File: src/rtl/gf_aop_pkg.sv
// Package: shared helpers for the all-one-polynomial serial multiplier.
// Assumes: field size m is a small elaboration-time integer.
package gf_aop_pkg;

    // Checks that m+1 is prime and that 2 has order m modulo m+1.
    function automatic bit aop_field_ok(input int m);
        int n;
        int p;
        n = m + 1;
        if (m < 2) return 1'b0;
        for (int d = 2; d * d <= n; d++) begin
            if (n % d == 0) return 1'b0;
        end
        p = 1;
        for (int e = 1; e <= m; e++) begin
            p = (p * 2) % n;
            if (p == 1 && e < m) return 1'b0;
        end
        return (p == 1);
    endfunction

endpackage

File: src/rtl/aop_rot_reg.sv
// Module: rotating operand register.
// Loads N bits in parallel; on shift, every bit moves one place toward the
// MSB and the MSB wraps into bit 0 (multiplication by α when α^N = 1).
// Assumes: load and shift are never high together.
module aop_rot_reg #(
    parameter int N = 5
) (
    input  logic         clk,
    input  logic         rst_n,
    input  logic         load,
    input  logic         shift,
    input  logic [N-1:0] d,
    output logic [N-1:0] q
);
    // Holds the rotating operand, cleared by reset.
    always_ff @(posedge clk) begin
        if (!rst_n)     q <= '0;
        else if (load)  q <= d;
        else if (shift) q <= {q[N-2:0], q[N-1]};
    end
endmodule

File: src/rtl/aop_coef_reg.sv
// Module: fixed operand holder.
// Either a plain load register or, when HARD is set, a hardwired constant.
// Assumes: the operand never moves after loading.
module aop_coef_reg #(
    parameter int         N    = 5,
    parameter bit         HARD = 1'b0,
    parameter logic [N-1:0] KC = '0
) (
    input  logic         clk,
    input  logic         rst_n,
    input  logic         load,
    input  logic [N-1:0] d,
    output logic [N-1:0] q
);
    if (HARD) begin : g_const
        logic unused_inputs;
        // Ties off the inputs that the constant variant does not need.
        assign unused_inputs = ^{clk, rst_n, load, d};
        assign q = KC;
    end else begin : g_reg
        logic [N-1:0] q_r;
        // Captures the fixed operand on load, cleared by reset.
        always_ff @(posedge clk) begin
            if (!rst_n)    q_r <= '0;
            else if (load) q_r <= d;
        end
        assign q = q_r;
    end
endmodule

File: src/rtl/aop_and_xor.sv
// Module: one row of AND gates feeding an XOR tree.
// Pairs x_i with y_(N-1-i); with x rotating, this yields successive
// coefficients of the length-N cyclic convolution.
// Assumes: purely combinational, N >= 2.
module aop_and_xor #(
    parameter int N = 5
) (
    input  logic [N-1:0] x,
    input  logic [N-1:0] y,
    output logic         bit_out
);
    logic [N-1:0] terms;

    for (genvar i = 0; i < N; i++) begin : g_and
        // Forms one partial product term.
        assign terms[i] = x[i] & y[N-1-i];
    end

    // Sums the partial products over GF(2).
    assign bit_out = ^terms;
endmodule

File: src/rtl/aop_seq.sv
// Module: sequencer for one product.
// Accepts start only when idle, then runs for M+1 cycles, counting the
// coefficient index down from M to 0.
// Assumes: M >= 2.
module aop_seq #(
    parameter int M = 4
) (
    input  logic clk,
    input  logic rst_n,
    input  logic start,
    output logic busy,
    output logic load,
    output logic shift,
    output logic last
);
    localparam int CW = $clog2(M + 1);

    logic [CW-1:0] idx_q;

    // Tracks the busy state and the index of the coefficient now on the output.
    always_ff @(posedge clk) begin
        if (!rst_n) begin
            busy  <= 1'b0;
            idx_q <= '0;
        end else if (!busy) begin
            if (start) begin
                busy  <= 1'b1;
                idx_q <= CW'(M);
            end
        end else if (idx_q == '0) begin
            busy <= 1'b0;
        end else begin
            idx_q <= idx_q - 1'b1;
        end
    end

    // Derives the datapath strobes from the state.
    always_comb begin
        load  = start & ~busy;
        last  = busy & (idx_q == '0);
        shift = busy & (idx_q != '0);
    end
endmodule

File: src/rtl/gf_aop_serial_mul.sv
// Module: bit-serial GF(2^M) multiplier over the extended basis
// {1, α, ..., α^M} of the all-one polynomial field.
// Emits product coefficients a_M down to a_0, one per cycle, after start.
// Assumes: M passes the field check; HARD_C selects a constant c operand.
module gf_aop_serial_mul #(
    parameter int       M       = 4,
    parameter bit       HARD_C  = 1'b0,
    parameter logic [M:0] CONST_C = '0
) (
    input  logic       clk,
    input  logic       rst_n,
    input  logic       start,
    input  logic [M:0] op_b,
    input  logic [M:0] op_c,
    output logic       busy,
    output logic       coef_out,
    output logic       coef_valid,
    output logic       coef_last
);
    localparam int N = M + 1;

    if (!gf_aop_pkg::aop_field_ok(M)) begin : g_bad_field
        $error("gf_aop_serial_mul: M gives no all-one-polynomial field");
    end

    logic         load;
    logic         shift;
    logic         raw_bit;
    logic [N-1:0] x_q;
    logic [N-1:0] y_q;

    aop_seq #(.M(M)) u_seq (
        .clk   (clk),
        .rst_n (rst_n),
        .start (start),
        .busy  (busy),
        .load  (load),
        .shift (shift),
        .last  (coef_last)
    );

    aop_rot_reg #(.N(N)) u_xreg (
        .clk   (clk),
        .rst_n (rst_n),
        .load  (load),
        .shift (shift),
        .d     (op_b),
        .q     (x_q)
    );

    aop_coef_reg #(.N(N), .HARD(HARD_C), .KC(CONST_C)) u_yreg (
        .clk   (clk),
        .rst_n (rst_n),
        .load  (load),
        .d     (op_c),
        .q     (y_q)
    );

    aop_and_xor #(.N(N)) u_tree (
        .x       (x_q),
        .y       (y_q),
        .bit_out (raw_bit)
    );

    // Qualifies the serial output so it reads 0 while idle.
    always_comb begin
        coef_out   = raw_bit & busy;
        coef_valid = busy;
    end
endmodule

File: config.mk
export PLATFORM = sky130hd
export DESIGN_NAME = gf_aop_serial_mul
export DESIGN_NICKNAME = d
export VERILOG_FILES = /design/src/rtl/gf_aop_pkg.sv /design/src/rtl/aop_rot_reg.sv /design/src/rtl/aop_coef_reg.sv /design/src/rtl/aop_and_xor.sv /design/src/rtl/aop_seq.sv /design/src/rtl/gf_aop_serial_mul.sv
export SDC_FILE = /design/constraint.sdc
export NUM_CORES = 1
export LEC_CHECK = 0
export ABC_AREA = 1
export ABC_CLOCK_PERIOD_IN_PS = 1500
export CAP_MARGIN = 25
export CORE_MARGIN = 5
export CORE_UTILIZATION = 50
export CTS_BUF_LIST = sky130_fd_sc_hd__clkbuf_4 sky130_fd_sc_hd__clkbuf_8
export CTS_CLUSTER_SIZE = 25
export DETAILED_ROUTE_END_ITERATION = 10
export MAX_ROUTING_LAYER = met4
export PLACE_DENSITY = 0.8
export SLEW_MARGIN = 20
export SYNTH_ARGS = -nofsm -noshare
export SYNTH_HDL_FRONTEND = slang
export SYNTH_SLANG_ARGS = --single-unit
File: constraint.sdc
create_clock -name clk -period 1.5 [get_ports clk]
set_input_delay 0.45 -clock clk [delete_from_list [all_inputs] [get_ports clk]]
set_output_delay 0.45 -clock clk [all_outputs]
set_load 0.02 [all_outputs]
==> impl_metrics.toml <==
[cts]
holdBufCountCts = 0
clkLatencyLatePin_ns = 0.29
cts_tree = "yes"
cts.sinks = 14
cts-htree-levels = 1
clk_path_buf_depth = 2
cts_inserted_buffers = 3
cts_root_buf = "clkbuf_4"
clk_pin_slew_ns = 0.09

[logic_synthesis]
synth_xor_area_share_pct = 0
synth_adder_area_share_pct = 3.45
synth_compound_area_share_pct = 15.4
synth.avg_cell_area_um2 = 6.65
synth_top_family_by_area = "simple AND/OR/NAND/NOR gates"
synth-simple-area-share_pct = 32.6
yosys-mux-area-fraction_pct = 0
syn_inst = 109
yosys_warnings = 0
syn_area_um2 = 724
yosysUniqueCellTypes = 18
ys_seq_area_share_pct = 38.7
synthesis.nets = 124
ys_ff_latch = 14

[critical_path]
slowest_delay_ns = 0.36
crit_type = "reg -> out"
rr_endpoint = "u_xreg.q[2]"
worstPathMaxFanout = 3
r2r_start = "u_seq.idx_q[0]"
path_cells = "nand2_2 -> inv_2 -> nand2_1 -> nand2_1 -> nand2_2 -> a21oi_2 -> nor2_2 -> buf_6"
crit_path_start_kind = "flip-flop"
arrival_ns = 1.31
r2r_cells = 10
required_ns = 1.05
rrSetupSlack_ns = 0.15
endpoint_kind = "output port"
slowest_stage = "dfxtp_2"

[die]
initial_core_util_pct = 54.3
die_area_mm2 = 0.00231
die_y_um = 48.1
core.rowCount = 13
core_mm2 = 0.00133
fp.dieW_um = 48.1
ios = 17

[layout]
final_layout_size_suffix_gt1_share_pct = 42.3
fillers = 97
final_cell_mix = "35 x nand2_1, 17 x buf_4, 12 x clkdlybuf4s50_1"
layout.nets = 159
area_growth_pct = 49.6
stdcell_count = 157
final_common_cell = "nand2_1"
diodes = 0

[global_route]
grt_max_degree = 13
overflow = 0
track_usage_pct = 19.9
antenna_found_initial = 0
grt_pass1_wl_um = 3010
first_global_vias = 733

[power]
leakage_nw = 0.531
swShare_pct = 30.5
share_seq_of_total_power_pct = 47.6
p_per_area_mw_per_mm2 = 821
clock_power_share_pct = 25.4
ir_worst_vdd_uv = 750
internal_power_mw = 0.619
pwr-share-comb_pct = 26.9
p_switching_mw = 0.271

[sta]
setup_tns_ns = -0.332
finalSetupViolCount = 2
rsz0062_at_grt = "true"
slew_violations = 0
fin_crit_sh_pct = 117
worst_slack_ns = -0.259
min_period_ns = 1.76
hold_viol_final = 0
max-slew-margin-rel_pct = 84.2
worst_pin_slew_ns = 0.235
fmax_mhz = 569
finalClockSkew_ns = 0.00508

[route]
drc = 0
ant_nets = 0
dr_total_vias = 787
drt_pass1_iterations = 4
wl_per_cell_um = 12.2
routed_wl_um = 1920
avgViaCountPerCell = 5.01
drtIter0Drc = 11

[run_status]
violations = "setup timing"
run_status = "complete, but fails checks"

[job]
drv_cap = 0

[placed_design]
place_worst_setup_slack_ns = -0.427
gp_congestion = 0.794
dpl.hpwl_um = 1400
portBuffers = 16
dp_cells = 152

[min_path]
holdPathEnd = "u_yreg.q[0]"
hold_path.class = "reg -> reg"
hold_depth = 2
min-delay-start = "u_yreg.q[0]"
==> stage by stage <==
step                hold slack (ns)  util (%)  area (um^2)  total power, mW
floorplan                     0.422         -          729            0.538
global placement              0.463      74.6          995            0.642
detailed placement            0.473      74.6          995            0.651
CTS                           0.492      81.2         1080            0.883
global route                  0.507      81.2         1080            0.935
finish                        0.491      81.2         1080            0.890
==> cells in the mapped netlist (all sizes together) <==
cell type | count | area share (%)
o31ai | 5 | 5.2
nand2 | 45 | 24
a21oi | 3 | 3.6
dfxtp | 14 | 39
nand3 | 2 | 1.4
nor3 | 1 | 0.69
inv | 14 | 7.3
buf | 2 | 2.6
ha | 2 | 3.5
o22ai | 1 | 0.86
nor2 | 12 | 6.2
a31oi | 1 | 0.86
o21ai | 7 | 4.8
==> kinds of logic after synthesis <==
family / after synthesis
AND/OR/NAND/NOR: 60
AO/OA/AOI/OAI: 17
buffers and inverters: 16
flip-flops: 14
adder cells (fa/ha/maj): 2
==> registers in the layout, indices dropped and copies added (netlist names) <==
register and count:
u_seq.idx_q 3, u_seq.busy 1, u_xreg.q 5, u_yreg.q 5
==> area by class of cell <==
class                           instances  area, um^2  share of cell area [%]
Sequential cell                        14         293                    27.0
Tap cell                               15        18.8                    1.73
Inverter                               14        52.6                    4.85
Multi-Input combinational cell         79         428                    39.5
Timing Repair Buffer                   32         269                    24.8
Clock buffer                            3        22.5                    2.08
==> metal layers <==
metal  global-route usage [%]  share of wire (%)  wire length [um]  vias to the layer above
met2                     33.5                 48               920                       18
met1                     21.1                 45               860                      354
met5                        -                  0                 0                        -
met4                     11.3                2.3                45                        0
li1                         -                  -                 -                      410
met3                     4.51                4.9                95                        5
==> power groups by stage <==
stage	registers, mW	clock network, mW	logic, mW
floorplan	0.425	0	0.113
global placement	0.424	0	0.219
detailed placement	0.425	0	0.226
CTS	0.423	0.221	0.238
global route	0.427	0.243	0.265
finish	0.424	0.226	0.240
==> critical path: cells and delay by family, from the launching register on <==
kind | cells | cell delay, ns
DFF | 1 | 0.36
AOI/OAI and AO/OA | 1 | 0.16
and+or+nand+nor | 5 | 0.31
buffers and inverters | 2 | 0.18
==> worst max-delay path by stage <==
stage / cells after the start / to / startpoint / slack, ns
2_1_floorplan: 8 / coef_out / u_xreg.q[3] / 0.05
5_1_grt: 9 / coef_out / u_xreg.q[1] / -0.33
6_report: 8 / coef_out / u_xreg.q[1] / -0.26
3_5_place_dp: 9 / coef_out / u_xreg.q[0] / -0.43
3_3_place_gp: 9 / coef_out / u_xreg.q[3] / -0.39
4_1_cts: 9 / coef_out / u_yreg.q[3] / -0.25
==> repair_timing <==
item | in CTS | in global routing
cloned | 0 | 0
setup buffers | 2 | 0
resized for setup | 44 | 7
pin swaps | 6 | 7
endpoints found under the setup margin | 4 | 8
No activity file was read; power rests on OpenSTA's default activity.
